===== src/rtl/eebw_pkg.sv =====
package eebw_pkg;
  typedef enum logic [2:0] {
    ST_IDLE, ST_POLL, ST_PGAP, ST_RGAP, ST_WREN, ST_EGAP, ST_WRITE
  } st_e;

  localparam logic [7:0] OP_STATUS = 8'h05;
  localparam logic [7:0] OP_WEN    = 8'h06;
  localparam logic [7:0] OP_STORE  = 8'h02;
  localparam int         POLL_BITS = 16;
  localparam int         WEN_BITS  = 8;

  // cycles of chip-select-high between frames: one serial period
  function automatic int gap_cycles(input int div);
    return 2 * div;
  endfunction

  // device-busy flag inside the status byte
  function automatic logic dev_busy(input logic [7:0] status);
    return status[0];
  endfunction
endpackage


===== src/rtl/eebw_tick.sv =====
module eebw_tick #(
  parameter int DIV = 4
) (
  input  logic clk,
  input  logic rst_n,
  input  logic en,
  output logic tick
);
  localparam int CW = $clog2(DIV + 1);
  localparam logic [CW-1:0] LAST = CW'(DIV - 1);

  logic [CW-1:0] cnt;

  assign tick = en && (cnt == LAST);

  always_ff @(posedge clk or negedge rst_n) begin
    if (!rst_n)          cnt <= '0;
    else if (!en || tick) cnt <= '0;
    else                 cnt <= cnt + 1'b1;
  end
endmodule


===== src/rtl/eebw_frame.sv =====
module eebw_frame #(
  parameter int W   = 32,
  parameter int DIV = 4,
  localparam int NW = $clog2(W + 1)
) (
  input  logic          clk,
  input  logic          rst_n,
  input  logic          start,
  input  logic [NW-1:0] nbits,
  input  logic [W-1:0]  word,
  input  logic          miso,
  output logic          cs_n,
  output logic          sck,
  output logic          mosi,
  output logic [7:0]    rx,
  output logic          fdone
);
  logic          active, phase, tick;
  logic [W-1:0]  sh;
  logic [NW-1:0] bcnt, nb_q;

  eebw_tick #(.DIV(DIV)) tick_i (.clk(clk), .rst_n(rst_n), .en(active), .tick(tick));

  assign cs_n = !active;

  always_ff @(posedge clk or negedge rst_n) begin
    if (!rst_n) begin
      active <= 1'b0; phase <= 1'b0; sck <= 1'b0; mosi <= 1'b0;
      sh <= '0; bcnt <= '0; nb_q <= '0; rx <= '0; fdone <= 1'b0;
    end else begin
      fdone <= 1'b0;
      if (start && !active) begin
        active <= 1'b1; phase <= 1'b0; sck <= 1'b0;
        sh <= word; mosi <= word[W-1]; bcnt <= '0; nb_q <= nbits;
      end else if (active && tick) begin
        if (!phase) begin
          sck   <= 1'b1;
          phase <= 1'b1;
          rx    <= {rx[6:0], miso};   // sample at end of low half
        end else begin
          sck   <= 1'b0;
          phase <= 1'b0;
          if (bcnt == nb_q - 1'b1) begin
            active <= 1'b0;
            fdone  <= 1'b1;
            mosi   <= 1'b0;
          end else begin
            sh   <= sh << 1;
            mosi <= sh[W-2];
            bcnt <= bcnt + 1'b1;
          end
        end
      end
    end
  end
endmodule


===== src/rtl/eeprom_byte_writer.sv =====
module eeprom_byte_writer
  import eebw_pkg::*;
#(
  parameter int CLK_DIV = 4,
  parameter int ADDR_W  = 16,
  parameter int DATA_W  = 8,
  parameter int TMO_W   = 24
) (
  input  logic              clk,
  input  logic              rst_n,
  input  logic              req_valid,
  input  logic [ADDR_W-1:0] req_addr,
  input  logic [DATA_W-1:0] req_data,
  input  logic [TMO_W-1:0]  tmo_limit,
  output logic              busy,
  output logic              done,
  output logic              err,
  output logic              cs_n,
  output logic              sck,
  output logic              mosi,
  input  logic              miso
);
  localparam int FRAME_W = 8 + ADDR_W + DATA_W;
  localparam int NW      = $clog2(FRAME_W + 1);
  localparam int GAP     = gap_cycles(CLK_DIV);
  localparam int GW      = $clog2(GAP + 1);
  localparam logic [GW-1:0] GAP_LAST = GW'(GAP - 1);

  st_e               st;
  logic [ADDR_W-1:0] addr_q;
  logic [DATA_W-1:0] data_q;
  logic [TMO_W-1:0]  tmo_cnt;
  logic [GW-1:0]     gcnt;
  logic [7:0]        status;

  // named internal events
  logic          accept, fdone, gap_end, poll_ready, tmo_hit, fstart;
  logic [NW-1:0] fnb;
  logic [FRAME_W-1:0] fword;

  assign busy       = (st != ST_IDLE);
  assign accept     = (st == ST_IDLE) && req_valid;
  assign gap_end    = (gcnt == GAP_LAST);
  assign poll_ready = !dev_busy(status);
  assign tmo_hit    = (tmo_cnt >= tmo_limit);

  always_comb begin
    fstart = 1'b0;
    fnb    = NW'(POLL_BITS);
    fword  = {OP_STATUS, {(FRAME_W-8){1'b0}}};
    unique case (st)
      ST_IDLE: fstart = req_valid;
      ST_PGAP: fstart = gap_end;
      ST_RGAP: begin
        fstart = gap_end;
        fnb    = NW'(WEN_BITS);
        fword  = {OP_WEN, {(FRAME_W-8){1'b0}}};
      end
      ST_EGAP: begin
        fstart = gap_end;
        fnb    = NW'(FRAME_W);
        fword  = {OP_STORE, addr_q, data_q};
      end
      default: ;
    endcase
  end

  eebw_frame #(.W(FRAME_W), .DIV(CLK_DIV)) frame_i (
    .clk(clk), .rst_n(rst_n), .start(fstart), .nbits(fnb), .word(fword),
    .miso(miso), .cs_n(cs_n), .sck(sck), .mosi(mosi), .rx(status), .fdone(fdone)
  );

  always_ff @(posedge clk or negedge rst_n) begin
    if (!rst_n) begin
      st <= ST_IDLE; addr_q <= '0; data_q <= '0; tmo_cnt <= '0;
      gcnt <= '0; done <= 1'b0; err <= 1'b0;
    end else begin
      done <= 1'b0;
      err  <= 1'b0;
      if (busy && tmo_cnt != '1) tmo_cnt <= tmo_cnt + 1'b1;
      if (st == ST_PGAP || st == ST_RGAP || st == ST_EGAP) gcnt <= gcnt + 1'b1;
      else gcnt <= '0;
      unique case (st)
        ST_IDLE: if (accept) begin
          st <= ST_POLL; addr_q <= req_addr; data_q <= req_data; tmo_cnt <= '0;
        end
        ST_POLL: if (fdone) begin
          if (poll_ready)   st <= ST_RGAP;
          else if (tmo_hit) begin st <= ST_IDLE; err <= 1'b1; end
          else              st <= ST_PGAP;
        end
        ST_PGAP:  if (gap_end) st <= ST_POLL;
        ST_RGAP:  if (gap_end) st <= ST_WREN;
        ST_WREN:  if (fdone)   st <= ST_EGAP;
        ST_EGAP:  if (gap_end) st <= ST_WRITE;
        ST_WRITE: if (fdone) begin st <= ST_IDLE; done <= 1'b1; end
        default:  st <= ST_IDLE;
      endcase
    end
  end
endmodule


===== config.mk =====
export PLATFORM = sky130hd
export DESIGN_NAME = eeprom_byte_writer
export DESIGN_NICKNAME = d
export VERILOG_FILES = /design/src/rtl/eebw_pkg.sv /design/src/rtl/eebw_tick.sv /design/src/rtl/eebw_frame.sv /design/src/rtl/eeprom_byte_writer.sv
export SDC_FILE = /design/constraint.sdc
export NUM_CORES = 1
export LEC_CHECK = 0
export BUFFER_PORTS_ARGS = -buffer_cell sky130_fd_sc_hd__buf_2
export CORE_MARGIN = 2
export CORE_UTILIZATION = 48
export CTS_CLUSTER_DIAMETER = 60
export DETAILED_ROUTE_END_ITERATION = 16
export PLACE_DENSITY = 0.65
export SYNTH_ARGS = -nofsm -noshare
export SYNTH_HDL_FRONTEND = slang
export SYNTH_SLANG_ARGS = --single-unit
export TNS_END_PERCENT = 10

===== constraint.sdc =====
create_clock -name clk -period 6.5 [get_ports clk]
set_input_delay 0 -clock clk [delete_from_list [all_inputs] [get_ports clk]]
set_output_delay 0 -clock clk [all_outputs]
set_load 0.005 [all_outputs]

=== Yosys cells after proc, flatten, opt, wreduce, memory -nomap -nowiden ===
Index checks and enable logic that the tools add are counted.
W data, S select, Z words.

* Add/sub/neg operators: 5
* Magnitude comparators: 1
* Equality and inequality tests: 18
* Muxes and demuxes: 47
* Bitwise gates (word level): 2
* Reduce and logical (&&, ||, !) cells: 21

{| class="wikitable"
|+ Operators by type and width
! operator !! count
|-
| $mux W31 || 4
|-
| $mux W24 || 3
|-
| $pmux W27 S2 || 1
|-
| $add A24 B1 Y24 const B || 1
|-
| $ge A24 B24 Y1 || 1
|-
| $mux W3 || 8
|-
| $mux W6 || 4
|-
| $ne A24 B24 Y1 const B || 1
|-
| $mux W1 || 21
|-
| $pmux W3 S7 || 1
|-
| $pmux W6 S2 || 1
|-
| $eq A3 B2 Y1 const B || 3
|-
| $eq A3 B3 Y1 const B || 3
|-
| $reduce_and A3 Y1 || 3
|-
| $ne A2 B1 Y1 const B || 4
|-
| $ne A2 B2 Y1 const B || 4
|-
| $reduce_and A7 Y1 || 1
|-
| $add A6 B1 Y6 const B || 1
|-
| $eq A6 B6 Y1 || 1
|-
| $reduce_bool A2 Y1 || 3
|-
| $sub A6 B1 Y6 const B || 1
|-
| $logic_and A1 B1 Y1 || 5
|-
| $add A4 B1 Y4 const B || 1
|-
| $eq A4 B3 Y1 const B || 1
|-
| other kinds (12) || 17
|}

* Flip-flop bits (word level): 108
* Input port bits: 52
* Output and inout port bits: 6
* Logic and storage cells: 110

=== Longest topological paths before layout ===
* Depth after elaboration: 6
* Mapped depth: 8
* Mapped depth without buffers: 7

=== Hierarchy ===
From an unflattened synthesis, not the netlist that was laid out.

* Cells, all modules: 664
* Area, all modules: 6224.7 um^2

{| class="wikitable"
|+ By module, submodules not included
! module !! times used !! cells an instance !! area each (um^2) !! sequential area each (um^2)
|-
| eeprom_byte_writer || 1 || 408 || 3509.6 || 1426.4
|-
| eebw_frame || 1 || 246 || 2580.0 || 1376.3
|-
| eebw_tick || 1 || 10 || 135.1 || 75.1
|}

=== Worst setup path before layout ===
Ideal clock, no wire load.

* Path kind: reg2reg
* From: register tmo_cnt[19]
* To: register st[1]
* Library setup time: 0.120 ns
* Arrival: 1.925 ns
* Required time: 6.380 ns
* Path slack: 4.455 ns
* Cell stages (with the launch flop): 6
* Buffers on the path: 0
* Clock period less this slack: 2.045 ns
* Cells stage by stage: dfrtp_1 ha_1 nand4_1 or4_1 o311a_1 a31o_1

* Word-level cells in the longest chain between the ends: 5

{| class="wikitable"
|+ Ends and longest elaborated chain
! item !! RTL line !! text
|-
| start, declared || eeprom_byte_writer.sv:32 || <nowiki>logic [TMO_W-1:0] tmo_cnt;</nowiki>
|-
| start signal, assigned || eeprom_byte_writer.sv:80 || <nowiki>if (busy && tmo_cnt != '1) tmo_cnt <= tmo_cnt + 1'b1;</nowiki>
|-
| $ge A24 B24 Y1 || eeprom_byte_writer.sv:45 || <nowiki>assign tmo_hit = (tmo_cnt >= tmo_limit);</nowiki>
|-
| $mux W2 || eeprom_byte_writer.sv:89 || <nowiki>else if (tmo_hit) begin st <= ST_IDLE; err <= 1'b1; end</nowiki>
|-
| $mux W2 || eeprom_byte_writer.sv:88 || <nowiki>if (poll_ready) st <= ST_RGAP;</nowiki>
|-
| $mux W3 || eeprom_byte_writer.sv:87 || <nowiki>ST_POLL: if (fdone) begin</nowiki>
|-
| $pmux W3 S7 || eeprom_byte_writer.sv:83 || <nowiki>unique case (st)</nowiki>
|-
| end signal, assigned || eeprom_byte_writer.sv:88 ||
|-
| end signal, assigned || eeprom_byte_writer.sv:89 ||
|-
| end signal, assigned || eeprom_byte_writer.sv:90 || <nowiki>else st <= ST_PGAP;</nowiki>
|-
| end, declared || eeprom_byte_writer.sv:29 || <nowiki>st_e st;</nowiki>
|}

Every way passes these cells. The select of a mux whose other input is x is not followed.
A chain may end at the register's enable or synchronous reset.

=== Worst setup path in the final report ===
* From: register frame_i.nb_q[3]
* To: register frame_i.sh[8]

* Word-level cells in the longest chain between the ends: 4

{| class="wikitable"
|+ Ends and longest elaborated chain
! item !! RTL line !! text
|-
| start, declared || eebw_frame.sv:20 || <nowiki>logic [NW-1:0] bcnt, nb_q;</nowiki>
|-
| start signal, assigned || eebw_frame.sv:29 || <nowiki>sh <= '0; bcnt <= '0; nb_q <= '0; rx <= '0; fdone <= 1'b0;</nowiki>
|-
| start signal, assigned || eebw_frame.sv:34 || <nowiki>sh <= word; mosi <= word[W-1]; bcnt <= '0; nb_q <= nbits;</nowiki>
|-
| $sub A6 B1 Y6 || eebw_frame.sv:43 || <nowiki>if (bcnt == nb_q - 1'b1) begin</nowiki>
|-
| $eq A6 B6 Y1 || eebw_frame.sv:43 ||
|-
| $ne A2 B1 Y1 (no source line) || n/a ||
|-
| $reduce_and A3 Y1 (no source line) || n/a ||
|-
| end signal, assigned || eebw_frame.sv:48 || <nowiki>sh <= sh << 1;</nowiki>
|-
| end, declared || eebw_frame.sv:19 || <nowiki>logic [W-1:0] sh;</nowiki>
|}

Every way passes these cells.

==> results summary <==
The number of nets in the synthesized netlist is 680. The arrival time at the worst endpoint came out at approximately 3.3 ns. On the final layout, the worst clock skew is 0.00999 ns.

The normalized max-slew margin came out at ~33%. Pin placement for this block handled 58 I/O pins. The sequential cell area fraction in the yosys report came out at a little under half. The slew at the pin closest to its max-slew limit came out at 1.00 ns. The clock root buffer is sky130_fd_sc_hd__clkbuf_16. The count of standard-cell rows is 39. The cell area after synthesis came out at between 5000 and 6000 um^2.

The number of antenna violations at the first check in global routing is 0. The detailed-placement wirelength estimate came out at roughly 8100 um. For this block, the routed nets add up to between 10000 and 15000 um of wire.

The data required time of the worst path is between 6 and 7 ns. The run finished with clean final reports. Traced cell by cell, the critical path runs through inv_1 > ha_1 > xnor3_1 > nand4_1 > nand2b_1 > nand2_1 > a2bb2oi_1.

The cell class contributing the biggest share of worst-path delay is simple AND/OR/NAND/NOR gates. In the final routed layout, each cell accounts on average for between 10 and 15 um. The floorplan step defined a die boundary enclosing approximately 12000 um^2. The number of remaining DRC errors came out at 0. The starting utilization of the core area is between 40 and 50%. The setup path with the least slack is of type flop to flop. The detailed-router iteration count before antenna repair came out at 5. In the synthesized netlist the dominant register cell turns out to be sky130_fd_sc_hd__dfrtp_1.

In this run the cell area measured after placement is about 5900 um^2. The number of nets with antenna violations after routing came out at 0. The maximum resistive drop on vdd came out at 0.000146 V. The synthesized design contains 0 enable-type register cells.

The tree built by TritonCTS fans out to approximately 110 sinks. The worst setup path is launched from a flop. The buffer and inverter count on the worst path is 1. The max-slew violation total from the final report is 0. Global routing used between 20% and 30% of the available tracks. The fraction of registers with async set/reset is 100%.

The final number of hold-violating endpoints is 0. The die height came out at ~110 um. The number of flip-flops and latches in the synthesized netlist came out at roughly 110. Setup repair after global routing left no endpoint under its margin.

The count of antenna diodes in the layout came out at 0. The routed layout has around 4500 vias. The finished cells cover 6440 um^2. The worst setup path is captured at a flop.

Dividing total power by cell area gives a power density of 247 nW/um^2. The fraction of final layout cells with drive strength greater than 1 is about 14%. The via count of the first global-routing pass came out at ~4400. The critical-path maximum fanout is 32.

The highest attainable clock frequency is 326 MHz. On the worst path, the slowest cell contributes a delay of about 0.73 ns. The CTS tree is yes. The number of warnings printed during yosys synthesis is 0. The final critical-path setup slack is 3.44 ns. The number of buffers inserted by post-CTS setup repair came out at 0. The tightest min-delay check is of the input port to flop type. The setup TNS is 0 ns. The number of clock buffers added by TritonCTS is 9. The total setup violations reported at the end of the flow came out at 0. The average footprint of a synthesized cell is around 9.2 um^2. Dividing the final minimum period by the clock period gives a little under half. The number of library cell types mapped by synthesis came out at a little over 60. The total of buffers placed on input and output ports came out at 57. The clock slew at the register clock pins of the worst setup and hold paths came out at approximately 0.070 ns. The net count of the finished layout is 754. The most common cell after layout, fill and taps aside is sky130_fd_sc_hd__nand2_1.

The sum of overflow across all layers after global routing came out at 0. The worst path in the final design needs a cycle of 3.06 ns, including I/O delays and setup. At the end of routability-driven placement, the weighted congestion stood at a little over 0.8. The analysis attributes to cell leakage a power of 3.10 nW.

The number of violations of the max-capacitance limit is 0. In this run the number of H-tree levels came out at 3. Leaving out fill and tap cells, the most frequent cells in the layout are sky130_fd_sc_hd__nand2_1, sky130_fd_sc_hd__dfrtp_1, sky130_fd_sc_hd__buf_2. The worst-skew pair later-pin latency came out at between 0.3 and 0.4 ns.

The total area inside the core boundary comes to 11300 um^2. The number of instances in the synthesized netlist came out at 598. Entering global routing, the biggest net connects 57 pins. The detailed-route vias per instance came out at 5.43. The tightest hold path in the finished design has a slack of roughly 0.0073 ns. Compared with the post-synthesis result, the final layout area differs by 16.7%. The worst-path cell with the longest stage delay is sky130_fd_sc_hd__nand2b_1.

From left edge to right edge, the die measures around 110 um. Once layout is complete, the utilization of the core stands at around 57%. The starting DRC count in detailed routing is just over 300. The number of gates resized after CTS came out at 0.

In this run the deepest clock path goes through 2 buffers. The first global-routing pass estimated 20400 um of wire. The pre-CTS setup slack came out at ~3.4 ns.
flip-flops by register name (all words and copies together), names as in the netlist:
name / flops
addr_q: 16
data_q: 8
done: 1
err: 1
frame_i.active: 1
frame_i.bcnt: 6
frame_i.fdone: 1
frame_i.mosi: 1
frame_i.nb_q: 3
frame_i.rx: 1
frame_i.sck: 1
frame_i.sh: 31
frame_i.tick_i.cnt: 3
gcnt: 4
st: 3
tmo_cnt: 24
repair_timing:
action | in CTS | in global routing
hold endpoints to repair | 74 | 0
hold buffers | 26 | 0
endpoints found under the setup margin | 0 | 0
layer usage:
| layer | vias up | global-route usage (%) | share of wire [%] |
|---|---|---|---|
| li1 | 2231 | - | - |
| met1 | 2128 | 26.5 | 46 |
| met2 | 74 | 33.4 | 49 |
| met3 | 22 | 3.66 | 2.6 |
| met4 | 0 | 7.57 | 2.3 |
| met5 | - | 0 | 0 |
worst paths after layout:
check / startpoint / end / slack (ns) / depth (start not counted)
worst max-delay path: frame_i.nb_q[3] / frame_i.sh[8] / 3.44 / 7
worst min-delay path: req_valid / tmo_cnt[1] / 0.007 / 4
worst max register to register: frame_i.nb_q[3] / frame_i.sh[8] / 3.44 / 7
worst min register to register: frame_i.tick_i.cnt[0] / frame_i.tick_i.cnt[0] / 0.44 / 1
max in group asynchronous: rst_n / frame_i.sck / 5.13 / 3
min in group asynchronous: rst_n / tmo_cnt[6] / 0.23 / 2
logic make-up (layout without fill, tap and decap cells):
family          count (synthesis)  after routing  synth area share (%)
simple gates                  250            250                  21.7
compound gates                133            133                  16.3
flops                         105            105                  47.6
buf+inv                        65            144                  4.81
fa+ha+maj                      30             30                  6.80
xor+xnor                       11             11                  2.00
mux                             4              4                 0.748
worst register-to-register path: cells and delay by family (launching register included):
family	cells	cell delay (ns)
buffers and inverters	1	0.06
and+or+nand+nor	3	1.60
AOI/OAI and AO/OA	1	0.31
xor gates and xnor gates	1	0.41
adders and majority gates	1	0.19
DFF	1	0.38
power breakdown:
group          switching, mW  leakage [nW]  internal (mW)
registers             0.0713          1.37          0.742
logic                  0.160          1.59          0.108
clock network          0.239         0.135          0.269
total                  0.470          3.10           1.12
per-stage QoR:
stage,total power [mW],std cells
after floorplan,0.990,598
after global placement,1.07,778
after detailed placement,1.08,778
after CTS,1.61,820
after global routing,1.69,820
final,1.59,820
cell type report:
class / instances / area, um^2
tap: 143 / 179
multi-input combinational: 428 / 2630
clock buffer: 11 / 243
clock inverter: 5 / 31.3
sequential: 105 / 2630
inverter: 41 / 154
timing repair buffer: 87 / 578
fill: 996 / 4880
cell usage after synthesis, drive strengths merged, types with 3 or more instances:
master | instances | area, um^2
or3 | 7 | 43.8
nand4 | 15 | 100
inv | 41 | 154
mux2i | 3 | 30.0
and4 | 4 | 40.0
a2bb2oi | 23 | 201
ha | 30 | 375
xnor2 | 4 | 35.0
clkbuf | 16 | 60.1
a211oi | 4 | 30.0
or4 | 5 | 42.5
o211ai | 4 | 30.0
nand3 | 21 | 118
o31ai | 5 | 37.5
nand2b | 7 | 43.8
o21ai | 46 | 234
nand2 | 134 | 503
nor2b | 5 | 31.3
nor2 | 30 | 113
nor3 | 9 | 50.1
o21a | 3 | 22.5
nor4 | 3 | 33.8
buf | 8 | 51.3
dfrtp | 105 | 2630
xor2 | 6 | 52.6
a21oi | 30 | 150
Power figures use the tool's default switching activity.
